**src/rtl/glyph_writer_pkg.sv**
```systemverilog
package glyph_writer_pkg;

    typedef enum logic [2:0] {
        KIND_NONE  = 3'd0,
        KIND_PRINT = 3'd1,
        KIND_CR    = 3'd2,
        KIND_LF    = 3'd3,
        KIND_CLEAR = 3'd4,
        KIND_HOME  = 3'd5
    } char_kind_e;

    localparam logic [7:0] CODE_CR    = 8'h0D;
    localparam logic [7:0] CODE_LF    = 8'h0A;
    localparam logic [7:0] CODE_CLEAR = 8'h0C;
    localparam logic [7:0] CODE_HOME  = 8'h01;
    localparam logic [7:0] CODE_SPACE = 8'h20;
    localparam logic [7:0] PRINT_LO   = 8'h20;
    localparam logic [7:0] PRINT_HI   = 8'h7E;

endpackage

```
**src/rtl/gw_classify.sv**
```systemverilog
module gw_classify
    import glyph_writer_pkg::*;
(
    input  logic [7:0] code_i,
    output char_kind_e kind_o
);

    always_comb begin
        if (code_i >= PRINT_LO && code_i <= PRINT_HI) begin
            kind_o = KIND_PRINT;
        end else begin
            unique case (code_i)
                CODE_CR:    kind_o = KIND_CR;
                CODE_LF:    kind_o = KIND_LF;
                CODE_CLEAR: kind_o = KIND_CLEAR;
                CODE_HOME:  kind_o = KIND_HOME;
                default:    kind_o = KIND_NONE;
            endcase
        end
    end

endmodule

```
**src/rtl/gw_cursor.sv**
```systemverilog
module gw_cursor #(
    parameter int COLS = 80,
    parameter int ROWS = 60,
    localparam int CELLS  = COLS * ROWS,
    localparam int ADDR_W = $clog2(CELLS),
    localparam int COL_W  = (COLS > 1) ? $clog2(COLS) : 1,
    localparam int ROW_W  = (ROWS > 1) ? $clog2(ROWS) : 1
) (
    input  logic              clk_i,
    input  logic              rst_ni,
    input  logic              adv_i,
    input  logic              cr_i,
    input  logic              lf_i,
    input  logic              home_i,
    output logic [ADDR_W-1:0] lin_o
);

    localparam logic [COL_W-1:0]  LAST_COL  = COL_W'(COLS - 1);
    localparam logic [ROW_W-1:0]  LAST_ROW  = ROW_W'(ROWS - 1);
    localparam logic [ADDR_W-1:0] LAST_CELL = ADDR_W'(CELLS - 1);
    localparam logic [ADDR_W-1:0] STRIDE    = ADDR_W'(COLS);
    localparam logic [ADDR_W-1:0] TOP_BASE  = ADDR_W'((ROWS - 1) * COLS);

    typedef struct packed {
        logic [COL_W-1:0]  col;
        logic [ROW_W-1:0]  row;
        logic [ADDR_W-1:0] lin;
    } cursor_t;

    cursor_t cur_d, cur_q;

    always_comb begin
        cur_d = cur_q;
        if (home_i) begin
            cur_d = '0;
        end else if (adv_i) begin
            if (cur_q.col == LAST_COL) begin
                cur_d.col = '0;
                cur_d.row = (cur_q.row == LAST_ROW) ? '0 : cur_q.row + 1'b1;
            end else begin
                cur_d.col = cur_q.col + 1'b1;
            end
            cur_d.lin = (cur_q.lin == LAST_CELL) ? '0 : cur_q.lin + 1'b1;
        end else if (cr_i) begin
            cur_d.col = '0;
            cur_d.lin = cur_q.lin - ADDR_W'(cur_q.col);
        end else if (lf_i) begin
            if (cur_q.row == LAST_ROW) begin
                cur_d.row = '0;
                cur_d.lin = cur_q.lin - TOP_BASE;
            end else begin
                cur_d.row = cur_q.row + 1'b1;
                cur_d.lin = cur_q.lin + STRIDE;
            end
        end
    end

    always_ff @(posedge clk_i) begin
        if (!rst_ni) begin
            cur_q <= '0;
        end else begin
            cur_q <= cur_d;
        end
    end

    assign lin_o = cur_q.lin;

endmodule

```
**src/rtl/gw_sweep.sv**
```systemverilog
module gw_sweep #(
    parameter int CELLS = 4800,
    localparam int ADDR_W = $clog2(CELLS)
) (
    input  logic              clk_i,
    input  logic              rst_ni,
    input  logic              start_i,
    output logic              busy_o,
    output logic [ADDR_W-1:0] idx_o,
    output logic              last_o
);

    localparam logic [ADDR_W-1:0] LAST_IDX = ADDR_W'(CELLS - 1);

    typedef struct packed {
        logic              busy;
        logic [ADDR_W-1:0] idx;
    } sweep_t;

    sweep_t sw_d, sw_q;

    always_comb begin
        sw_d = sw_q;
        if (sw_q.busy) begin
            if (sw_q.idx == LAST_IDX) begin
                sw_d.busy = 1'b0;
                sw_d.idx  = '0;
            end else begin
                sw_d.idx = sw_q.idx + 1'b1;
            end
        end else if (start_i) begin
            sw_d.busy = 1'b1;
            sw_d.idx  = '0;
        end
    end

    always_ff @(posedge clk_i) begin
        if (!rst_ni) begin
            sw_q <= '0;
        end else begin
            sw_q <= sw_d;
        end
    end

    assign busy_o = sw_q.busy;
    assign idx_o  = sw_q.idx;
    assign last_o = sw_q.busy && (sw_q.idx == LAST_IDX);

endmodule

```
**src/rtl/glyph_writer.sv**
```systemverilog
module glyph_writer
    import glyph_writer_pkg::*;
#(
    parameter int COLS = 80,
    parameter int ROWS = 60,
    localparam int CELLS  = COLS * ROWS,
    localparam int ADDR_W = $clog2(CELLS)
) (
    input  logic              clk_i,
    input  logic              rst_ni,
    input  logic              chr_valid_i,
    input  logic [7:0]        chr_data_i,
    output logic              chr_ready_o,
    output logic              wr_en_o,
    output logic [ADDR_W-1:0] wr_addr_o,
    output logic [7:0]        wr_data_o
);

    typedef struct packed {
        logic              en;
        logic [ADDR_W-1:0] addr;
        logic [7:0]        data;
    } wport_t;

    char_kind_e        kind;
    logic              accept;
    logic              sweep_busy;
    logic              sweep_last;
    logic [ADDR_W-1:0] sweep_idx;
    logic [ADDR_W-1:0] cur_lin;
    wport_t            wp_d, wp_q;

    assign chr_ready_o = !sweep_busy;
    assign accept      = chr_valid_i && chr_ready_o;

    gw_classify u_classify (
        .code_i (chr_data_i),
        .kind_o (kind)
    );

    gw_cursor #(
        .COLS (COLS),
        .ROWS (ROWS)
    ) u_cursor (
        .clk_i  (clk_i),
        .rst_ni (rst_ni),
        .adv_i  (accept && (kind == KIND_PRINT)),
        .cr_i   (accept && (kind == KIND_CR)),
        .lf_i   (accept && (kind == KIND_LF)),
        .home_i ((accept && (kind == KIND_HOME)) || sweep_last),
        .lin_o  (cur_lin)
    );

    gw_sweep #(
        .CELLS (CELLS)
    ) u_sweep (
        .clk_i   (clk_i),
        .rst_ni  (rst_ni),
        .start_i (accept && (kind == KIND_CLEAR)),
        .busy_o  (sweep_busy),
        .idx_o   (sweep_idx),
        .last_o  (sweep_last)
    );

    always_comb begin
        wp_d = '0;
        if (sweep_busy) begin
            wp_d.en   = 1'b1;
            wp_d.addr = sweep_idx;
            wp_d.data = CODE_SPACE;
        end else if (accept && (kind == KIND_PRINT)) begin
            wp_d.en   = 1'b1;
            wp_d.addr = cur_lin;
            wp_d.data = chr_data_i;
        end
    end

    always_ff @(posedge clk_i) begin
        if (!rst_ni) begin
            wp_q <= '0;
        end else begin
            wp_q <= wp_d;
        end
    end

    assign wr_en_o   = wp_q.en;
    assign wr_addr_o = wp_q.addr;
    assign wr_data_o = wp_q.data;

endmodule

```
**config.mk**
```make
export PLATFORM = sky130hd
export DESIGN_NAME = glyph_writer
export DESIGN_NICKNAME = d
export VERILOG_FILES = /design/src/rtl/glyph_writer_pkg.sv /design/src/rtl/gw_classify.sv /design/src/rtl/gw_cursor.sv /design/src/rtl/gw_sweep.sv /design/src/rtl/glyph_writer.sv
export SDC_FILE = /design/constraint.sdc
export NUM_CORES = 1
export LEC_CHECK = 0
export ABC_AREA = 1
export BUFFER_PORTS_ARGS = -buffer_cell sky130_fd_sc_hd__buf_2
export CAP_MARGIN = 30
export CORE_MARGIN = 1.5
export CORE_UTILIZATION = 58
export DETAILED_ROUTE_END_ITERATION = 8
export GPL_ROUTABILITY_DRIVEN = 0
export GPL_TIMING_DRIVEN = 0
export PLACE_DENSITY = 0.78
export SYNTH_ARGS = -nofsm -noshare
export SYNTH_HDL_FRONTEND = slang
export SYNTH_SLANG_ARGS = --single-unit
```
**constraint.sdc**
```tcl
create_clock -name clk_i -period 5.9 [get_ports clk_i]
set_input_delay 1.18 -clock clk_i [delete_from_list [all_inputs] [get_ports clk_i]]
set_output_delay 1.18 -clock clk_i [all_outputs]
set_load 0.01 [all_outputs]
```
==> results of run 1 <==
## layout by cell type (no fill, tap or decap), types with 13 or more instances in the layout
master / instances
buf_2: 38
inv_1: 61
nand3_1: 49
xor2_1: 16
o21ai_0: 18
inv_2: 19
nor2_1: 45
dfxtp_1: 62
o22ai_1: 13
nand2_1: 117
ha_1: 13
o21ai_1: 15
a21oi_1: 32
## area by class of cell
cell class,count,area (µm²)
multi-input cells,399,2210
fillers,562,2086
flip-flops and latches,62,1241
inverters,84,325.3
repair buffers,32,160.2
clock buffers,13,158.9
plain buffers,14,102.6
well taps,77,96.34
clock inverters,3,42.54
## worst reg2reg max path, cell delays in order (launching register included)
cell     delay [ns]
dfxtp_1        0.37
ha_1           0.20
inv_1          0.09
nor2_4         0.14
nand2_4        0.10
ha_1           0.36
nand3_1        0.09
nand2_1        0.08
inv_1          0.07
o21ai_1        0.16
nand3_1        0.13
nand2_1        0.07
nand2_1        0.05
nand3_1        0.07
nand4_1        0.07
nand2_1        0.06
inv_1          0.03
## cells by family after synthesis
logic type,synth area share (%)
XOR/XNOR,4.290
flip-flops,32.00
other,0.09668
buffers and inverters,11.03
AO/OA/AOI/OAI,14.74
AND/OR/NAND/NOR,33.13
adder cells (fa/ha/maj),4.710
## stage by stage
stage / hold WS [ns] / util (%) / setup WS, ns
after global routing: 0.4991 / 67.52 / 3.381
final: 0.4635 / 67.52 / 3.642
after CTS: 0.4658 / 67.52 / 3.679
after detailed placement: 0.4560 / 64.39 / 3.326
after floorplan: 0.4390 / - / 3.645
after global placement: 0.4505 / 64.39 / 3.339
## cells in the mapped netlist, types with 4 or more instances
cell type,n,area (µm²)
nand2_1,117,439.2
dfxtp_1,62,1241
inv_1,61,229.0
nand3_1,49,245.2
nor2_1,45,168.9
a21oi_1,32,160.2
inv_2,19,71.32
o21ai_0,18,90.09
xor2_1,16,140.1
o21ai_1,15,75.07
ha_1,13,162.7
o22ai_1,13,81.33
nand2_2,11,68.82
nand4_1,7,43.79
a31oi_1,6,37.54
buf_2,6,30.03
nor2_2,6,37.54
nor3_1,6,30.03
nand3_2,4,40.04
nand3b_1,4,30.03
o211ai_1,4,30.03
## sequential cells by signal (all words and copies together) (netlist names)
name            count
u_cursor.cur_q     13
u_cursor.lin_o     13
u_sweep.idx_o      13
wr_addr_o          13
wr_data_o           8
u_sweep.busy_o      1
wr_en_o             1
## worst max-delay path by stage
stage,cells after the start,to
after floorplan,11,u_cursor.lin_o[10]
after global placement,10,wr_addr_o[9]
after detailed placement,10,wr_addr_o[11]
after CTS,16,u_cursor.lin_o[11]
after global routing,16,u_cursor.lin_o[11]
final,12,u_cursor.lin_o[12]
## metal layers
layer,vias up,global-route usage (%)
met5,-,0
met4,0,14.01
met3,29,5.506
met2,178,47.71
met1,1744,33.86
li1,1930,-
## power by group through the flow
stage / clock network, mW / registers, mW / logic, mW
after floorplan: 0 / 0.444 / 0.0941
after global placement: 0 / 0.445 / 0.124
after detailed placement: 0 / 0.445 / 0.127
after CTS: 0.389 / 0.435 / 0.128
after global routing: 0.409 / 0.437 / 0.144
final: 0.389 / 0.436 / 0.130
==> metrics.md, run 1 <==
| Metric | Value |
|---|---|
| Outcome | `finished, violations left` |
| Failing checks | `design-rule violations` |
| Max Transition Viols Final | `0` |
| Dpl hpwl | `7207 µm` |
| Ports | `34` |
| R2R setup slack | `3.66 ns` |
| CP bufs+invs | `2` |
| Routed Antenna Nets | `0` |
| Static Leak | `roughly 1.9 nW` |
| Gr ovfl total | `0` |
| CTS Buf Count | `9` |
| Clock latency on the worst-skew pair | `0.36 ns` |
| Final setup TNS | `0 ns` |
| Post-Route M1 WL | `4120 µm` |
| Synth Instances | `559` |
| Post-CTS Resized | `0` |
| Area of the mapped netlist | `0.003879 mm²` |
| Post-synthesis cell type count | `between 40 and 50` |
| Largest delay share family, worst path | `simple AND/OR/NAND/NOR gates` |
| Vias in the first global route | `3653` |
| Post-Syn Area per Cell | `6.939 µm²` |
| Vias per cell | `about 5.7` |
| Synth Register Bits | `62` |
| Final WL | `9751 µm` |
| CTS tree | `built` |
| Setup crit start | `chr_data_i[2]` |
| Detailed router's first-iteration violation count | `343` |
| Final period utilization | `38.28%` |
| Final Setup Violations | `0` |
| Post-Synthesis Net Count | `584` |
| RR Startpoint | `u_cursor.cur_q[13]` |
| Worst Path Max Fanout | `6` |
| Clk buf depth | `2` |
| Placed cells | `668` |
| Die area | `0.007187 mm²` |
| Drt first pass iters | `9` |
| Die height | `84.78 µm` |
| WP data required | `6.20 ns` |
| Worst Max-Slew Pin Slew | `between 0.5 and 0.6 ns` |
| P_sw | `265.7 µW` |
| Critical path arrival | `2.55 ns` |
| PD cells | `between 200 and 250 mW/mm²` |
| Antenna violations before repair | `0` |
| Hold Crit Depth | `2` |
| Fmax | `between 400 and 500 MHz` |
| H-tree depth | `3` |
| Largest net degree at the start of global routing | `11` |
| Crit path largest cell delay | `~0.32 ns` |
| Core region area | `0.006422 mm²` |
| Die width | `84.78 µm` |
| Main flop type after synthesis | `dfxtp_1` |
| Clk root buf | `clkbuf_8` |
| Gr usage total | `28.09%` |
| Worst-path clk slew | `0.07 ns` |
| WS Path Type | `in2reg` |
| RSZ-0062 raised after global routing | `no` |
| Clock sinks | `62` |
| Worst setup SP type | `input pin` |
| Row count | `29` |
| Top routing layer used | `met4` |
| Worst Skew | `0.008926 ns` |
| Layout cells sized above 1 | `roughly a fifth` |
| Critical path capture point type | `register` |
| Hold WC Path Type | `reg2reg` |
| DR vias | `about 3900` |
| Switching share of power | `27.80%` |
| CP cell instances | `buf_2, nand2_1, inv_2, nand3_1, nor2_1, nor2_2, nand2_1, nor2_2, nand2_1, nand3_1, nand3_1, a21oi_1` |
| Post-synth EDFFs | `0` |
| Logic pwr share | `13.6%` |
| Async SR Flop Fraction | `0%` |
| Peak supply drop | `between 0.1 and 0.15 mV` |
| Clock power frac | `40.7%` |
| Routed len/inst | `approximately 14 µm` |
| Tmin final | `2.258 ns` |
| Hold buffer count at cts | `0` |
| Register area share after synthesis | `approximately a third` |
| Finished Layout Cells | `around 700` |
| Slowest-stage cell, CP | `nor2_2` |
| Setup repair bufs after CTS | `0` |
| Port Buffer Count | `32` |
| Max-capacitance violation count | `0` |
| Rel. slew slack | `65.42%` |
| # nets final | `627` |
| Reg2reg end | `u_cursor.lin_o[11]` |
| Synthesis-to-finish area growth | `11.81%` |
| Global-route wire length before repair | `16100 µm` |
| Hold path endpoint | `u_cursor.cur_q[25]` |
| Final Hold Fails | `0` |
| Hold Crit Start | `u_cursor.cur_q[25]` |
| DP Area | `between 0.004 and 0.005 mm²` |
| Met2 Routed Length | `4584 µm` |
| Sequential share of power | `45.6%` |
| Power Total | `approximately 960 µW` |
| FF-to-FF path depth | `16` |
| Diodes inserted | `0` |
| Initial core utilization | `60.39%` |
| Remaining DRCs | `5` |
| Yosys warns | `0` |
| Fin area | `0.004337 mm²` |
| Met3 Wirelength | `732 µm` |
| Internal power | `689.8 µW` |
Note: power is estimated with default switching activity, not from simulation.
==> inputs of run 2 (changes only) <==
- CORE_UTILIZATION: 58 -> 54
- PLACE_DENSITY: 0.78 -> 0.76
- clock period: 5.9 -> 2.05 ns (I/O delays scaled with it)
==> metrics.md, run 2 (synthesis results as in run 1) <==
| Metric | Value |
|---|---|
| Vias in the first global route | `3739 (+2.4%)` |
| Gr ovfl total | `0 (unchanged)` |
| Vias per cell | `5.583 (-1.6%)` |
| Max Transition Viols Final | `0 (unchanged)` |
| Worst Max-Slew Pin Slew | `0.5043 ns (-0.01449 ns)` |
| Fin area | `0.004552 mm² (+5.0%)` |
| Hold WC Path Type | `in2reg` |
| Core region area | `0.006869 mm² (+7.0%)` |
| Antenna violations before repair | `0 (unchanged)` |
| Max-capacitance violation count | `0 (unchanged)` |
| Die area | `0.007700 mm² (+7.1%)` |
| Critical path arrival | `2.34 ns (-0.21 ns)` |
| Static Leak | `1.954 nW (+2.9%)` |
| WS Path Type | `reg2reg` |
| Dpl hpwl | `7322 µm (+1.6%)` |
| Worst Skew | `0.007298 ns (-0.001628 ns)` |
| Worst Path Max Fanout | `3 (-3)` |
| H-tree depth | `3 (unchanged)` |
| Commonest non-fill, non-tap cell in the layout | `nand2_1` |
| Drt first pass iters | `9 (unchanged)` |
| Routed len/inst | `14.73 µm (+3.3%)` |
| Die height | `87.75 µm (+3.5%)` |
| Final design utilization | `66.27% (-1.3 points)` |
| Worst-path clk slew | `0.07 ns (about the same)` |
| Fmax | `486.0 MHz` |
| Port Buffer Count | `32 (unchanged)` |
| Remaining DRCs | `3 (-2)` |
| Initial core utilization | `56.47% (-3.9 points)` |
| Routed Antenna Nets | `0 (unchanged)` |
| Gr usage total | `28.04% (-0.048 points)` |
| Setup ws final | `-0.007711 ns (-3.649 ns)` |
| CTS tree | `built` |
| Peak supply drop | `0.4480 mV (+250%)` |
| Row count | `30 (+3.4%)` |
| Final Setup Violations | `1 (+1)` |
| Rel. slew slack | `66.38% (+0.97 points)` |
| Final period utilization | `100.4%` |
| Synthesis-to-finish area growth | `17.35%` |
| Tmin final | `a little over 2 ns` |
| CTS Buf Count | `9 (unchanged)` |
| Worst setup SP type | `register` |
| Ports | `34 (unchanged)` |
| Final setup TNS | `-0.007711 ns (-0.007711 ns)` |
| WP data required | `2.33 ns (-3.87 ns)` |
| # nets final | `637 (+1.6%)` |
| Finished Layout Cells | `712 (+4.1%)` |
| Largest net degree at the start of global routing | `11 (unchanged)` |
| PD cells | `608.1 mW/mm² (+180%)` |
| Clk root buf | `clkbuf_8` |
| Critical path capture point type | `register` |
| Clock latency on the worst-skew pair | `0.34 ns (-0.02 ns)` |
| DP Area | `0.004159 mm² (+0.57%)` |
| Detailed router's first-iteration violation count | `272 (-21%)` |
| Clock sinks | `62 (unchanged)` |
| Final WL | `10490 µm (+7.6%)` |
| Most frequent cells in the layout | `nand2_1 (113), inv_1 (58), dfxtp_1 (52), nor2_1 (43), nand3_1 (43)` |
| Outcome | `finished, violations left` |
| Clk buf depth | `2 (unchanged)` |
| Layout cells sized above 1 | `25.97% (+6.7 points)` |
| Final hold slack | `0.2974 ns (-0.1660 ns)` |
| Placed cells | `687 (+2.8%)` |
| Failing checks | `design-rule violations, negative setup slack` |
| Global-route wire length before repair | `16740 µm (+4.0%)` |
| RSZ-0062 raised after global routing | `yes` |
| DR vias | `3975 (+2.4%)` |
| Die width | `87.75 µm (+3.5%)` |
| Final Hold Fails | `0 (unchanged)` |
| Diodes inserted | `0 (unchanged)` |
[run 2: timing repair]
action	CTS	global route
setup endpoints to repair	6	8
hold buffers	0	0
resized for setup	9	30
pin swaps	2	12
setup buffers	1	9
[run 2: worst max-delay path, cell delays in order (launching register included)]
cell and delay (ns):
dfxtp_2 0.37, ha_4 0.16, inv_4 0.04, nor2_4 0.10, nand2_4 0.08, ha_4 0.28, nand3_2 0.08, nand2_2 0.10
inv_2 0.05, o21ai_2 0.19, nand2_1 0.09, nand2_1 0.09, o21ai_1 0.07, nand2_1 0.08, nand3_2 0.09, a21oi_2 0.14
[run 2: worst paths after layout]
kind / startpoint / end / slack [ns] / depth (start not counted)
setup / recovery: u_cursor.cur_q[13] / u_cursor.lin_o[9] / -0.008 / 15
hold / removal: chr_data_i[4] / wr_data_o[4] / 0.30 / 3
setup reg to reg: u_cursor.cur_q[13] / u_cursor.lin_o[9] / -0.008 / 15
hold reg to reg: u_cursor.cur_q[25] / u_cursor.cur_q[25] / 0.47 / 2
[run 2: per-layer routing]
layer / up-vias / GRT usage (%) / routed length, µm
met1: 1824 / 34.56 / 4530
met5: - / 0 / 0
li1: 1943 / - / -
met4: 0 / 11.26 / 316
met2: 173 / 47.33 / 4988
met3: 35 / 6.221 / 655
[run 2: area by class of cell]
cell class / count / area, µm²
fillers: 606 / 2317
multi-input cells: 399 / 2312
flip-flops and latches: 62 / 1259
inverters: 84 / 334.1
repair buffers: 42 / 235.2
clock buffers: 11 / 141.4
well taps: 96 / 120.1
plain buffers: 14 / 102.6
clock inverters: 4 / 47.55
[run 2: stage by stage]
step	setup slack (ns)	total power, mW
3_3_place_gp	-0.1105	1.636
5_1_grt	-0.06597	2.876
2_1_floorplan	0.08677	1.550
3_5_place_dp	-0.1579	1.647
6_report	-0.007711	2.768
4_1_cts	0.006954	2.711
[run 2: where the power goes]
part	switching (mW)	internal (mW)	total [mW]
sequential	0.0270	1.23	1.26
combinational	0.272	0.154	0.426
clock	0.501	0.585	1.09
total	0.800	1.97	2.77
==> inputs of run 3 (changes only) <==
- clock period: 2.05 -> 1.65 ns (I/O delays scaled with it)
==> metrics.md, run 3 (synthesis results as in run 1) <==
| Metric | Value |
|---|---|
| Clk root buf | `clkbuf_8` |
| Layout cells sized above 1 | `32.29% (+6.3 points)` |
| Routed Antenna Nets | `0 (unchanged)` |
| Drt first pass iters | `5 (-4)` |
| Clk buf depth | `2 (unchanged)` |
| Setup ws final | `-0.2964 ns (-0.2887 ns)` |
| CTS tree | `built` |
| WP data required | `1.90 ns (-0.43 ns)` |
| Max-capacitance violation count | `0 (unchanged)` |
| Vias per cell | `5.505 (-1.4%)` |
| Crit path largest cell delay | `0.42 ns (+0.05 ns)` |
| Worst-path clk slew | `0.07 ns (about the same)` |
| Initial core utilization | `56.47% (unchanged)` |
| FILL cells | `552 (-8.9%)` |
| Final hold slack | `0.2397 ns (-0.05771 ns)` |
| Dpl hpwl | `7297 µm (-0.33%)` |
| Worst Skew | `0.008328 ns (+0.001030 ns)` |
| Final Setup Violations | `17 (+16)` |
| Commonest non-fill, non-tap cell in the layout | `nand2_1` |
| Final WL | `10720 µm (+2.2%)` |
| Gr ovfl total | `0 (unchanged)` |
| Clock latency on the worst-skew pair | `0.35 ns (about the same)` |
| Worst Max-Slew Pin Slew | `0.5439 ns (+0.03963 ns)` |
| Synthesis-to-finish area growth | `26.16%` |
| Die height | `87.75 µm (unchanged)` |
| Hold path endpoint | `wr_data_o[4]` |
| Ports | `34 (unchanged)` |
| Most frequent cells in the layout | `nand2_1 (106), inv_1 (54), dfxtp_1 (48), nand3_1 (44), nor2_1 (42)` |
| Critical path capture point type | `register` |
| Setup WS pre-CTS | `-0.3832 ns (-0.2254 ns)` |
| Static Leak | `2.165 nW (+11%)` |
| Vias in the first global route | `3725 (-0.37%)` |
| Final period utilization | `118.0% (+18 points)` |
| FF-to-FF path depth | `12 (-3)` |
| Gr usage total | `28.43% (+0.38 points)` |
| DP Area | `0.004218 mm² (+1.4%)` |
| Fmax | `513.8 MHz (+5.7%)` |
| Finished Layout Cells | `734 (+3.1%)` |
| Power Total | `3.465 mW (+25%)` |
| Row count | `30 (unchanged)` |
| Diodes inserted | `0 (unchanged)` |
| Reg2reg end | `u_cursor.lin_o[10]` |
| Clock sinks | `62 (unchanged)` |
| WS Path Type | `reg2reg` |
| Final design utilization | `71.24% (+5.0 points)` |
| Routed len/inst | `14.61 µm (-0.86%)` |
| Hold Crit Depth | `3 (unchanged)` |
| Critical path arrival | `2.20 ns (-0.14 ns)` |
| Hold WC Path Type | `in2reg` |
| RSZ-0062 raised after global routing | `yes` |
| Failing checks | `negative setup slack` |
| Global-route wire length before repair | `16850 µm (+0.66%)` |
| Port Buffer Count | `32 (unchanged)` |
| Outcome | `finished, violations left` |
| Final Hold Fails | `0 (unchanged)` |
| Antenna violations before repair | `0 (unchanged)` |
| Max Transition Viols Final | `0 (unchanged)` |
| CTS Buf Count | `9 (unchanged)` |
| # nets final | `659 (+3.5%)` |
| DR vias | `4041 (+1.7%)` |
| RR Startpoint | `u_cursor.cur_q[23]` |
| Largest net degree at the start of global routing | `11 (unchanged)` |
| Die width | `87.75 µm (unchanged)` |
| Placed cells | `687 (unchanged)` |
| Detailed router's first-iteration violation count | `297 (+9.2%)` |
| H-tree depth | `3 (unchanged)` |
| Worst Path Max Fanout | `6 (+3)` |
| Rel. slew slack | `63.74% (-2.6 points)` |
| R2R setup slack | `-0.30 ns (-0.29 ns)` |
| Final setup TNS | `-2.883 ns (-2.876 ns)` |
| Hold Crit Start | `chr_data_i[4]` |
| CP cell instances | `inv_1, ha_2, nand2_1, nor3_1, nand2_1, nand2_2, nor2_1, xor2_1, nand2_1, nand3_1, nor2_1, nor2_1` |
| Fin area | `0.004893 mm² (+7.5%)` |
| Slowest-stage cell, CP | `ha_2` |
| Tmin final | `1.946 ns (-0.1113 ns)` |
| Core region area | `0.006869 mm² (unchanged)` |
| PD cells | `708.1 mW/mm² (+16%)` |
| Die area | `0.007700 mm² (unchanged)` |
| Worst setup SP type | `register` |
| Peak supply drop | `0.3846 mV (-14%)` |
| Remaining DRCs | `0 (-3)` |
==> run 3: cell types whose count changed in the layout (fill, tap and decap cells not counted), sizes merged <==
cell / before / now
buf: 53 / 73
clkbuf: 14 / 16
clkinvlp: 2 / 1
inv: 82 / 83
==> run 3: layout make-up <==
cell class	instances	area (µm²)	area share, %
clock inverter	4	47.55	0.9716
sequential	62	1266	25.88
clock buffer	11	141.4	2.889
multi-input combinational	399	2445	49.96
timing repair buffer	64	421.7	8.617
inverter	84	330.3	6.750
tap	96	120.1	2.455
buffer	14	121.4	2.480
==> run 3: timing repair <==
action / CTS / global route
pin swaps: 19 / 19
gates resized for setup: 31 / 38
setup endpoints to repair: 35 / 31
endpoints found under the hold margin: 0 / 0
gates cloned: 0 / 1
hold buffers: 0 / 0
setup buffers: 18 / 13
==> run 3: per-layer routing <==
| metal | vias to the layer above | GRT usage [%] | share of wire, % |
|---|---|---|---|
| met1 | 1869 | 33.91 | 42 |
| li1 | 1985 | - | - |
| met4 | 0 | 15.30 | 3.2 |
| met5 | - | 0 | 0 |
| met2 | 157 | 48.44 | 48 |
| met3 | 30 | 4.995 | 6.0 |
==> run 3: report_power, final <==
part / switching, mW / internal [mW]
Combinational: 0.346 / 0.224
Sequential: 0.0340 / 1.53
Clock: 0.609 / 0.725
Total: 0.989 / 2.48
==> run 3: critical path: cells and delay by family (launching register included) <==
family                   cells  cell delay, ns
AND/OR/NAND/NOR              9            0.83
adder cells (fa/ha/maj)      1            0.42
flip-flops                   1            0.36
XOR/XNOR                     1            0.15
buffers and inverters        1            0.09
==> run 3: worst max-delay path by stage <==
stage,start,end
CTS,u_cursor.cur_q[13],u_cursor.lin_o[11]
finish,u_cursor.cur_q[23],u_cursor.lin_o[10]
detailed placement,u_cursor.cur_q[14],u_cursor.lin_o[11]
global placement,u_cursor.cur_q[14],u_cursor.lin_o[11]
global route,u_cursor.cur_q[13],u_cursor.lin_o[11]
floorplan,u_cursor.cur_q[14],u_cursor.lin_o[11]
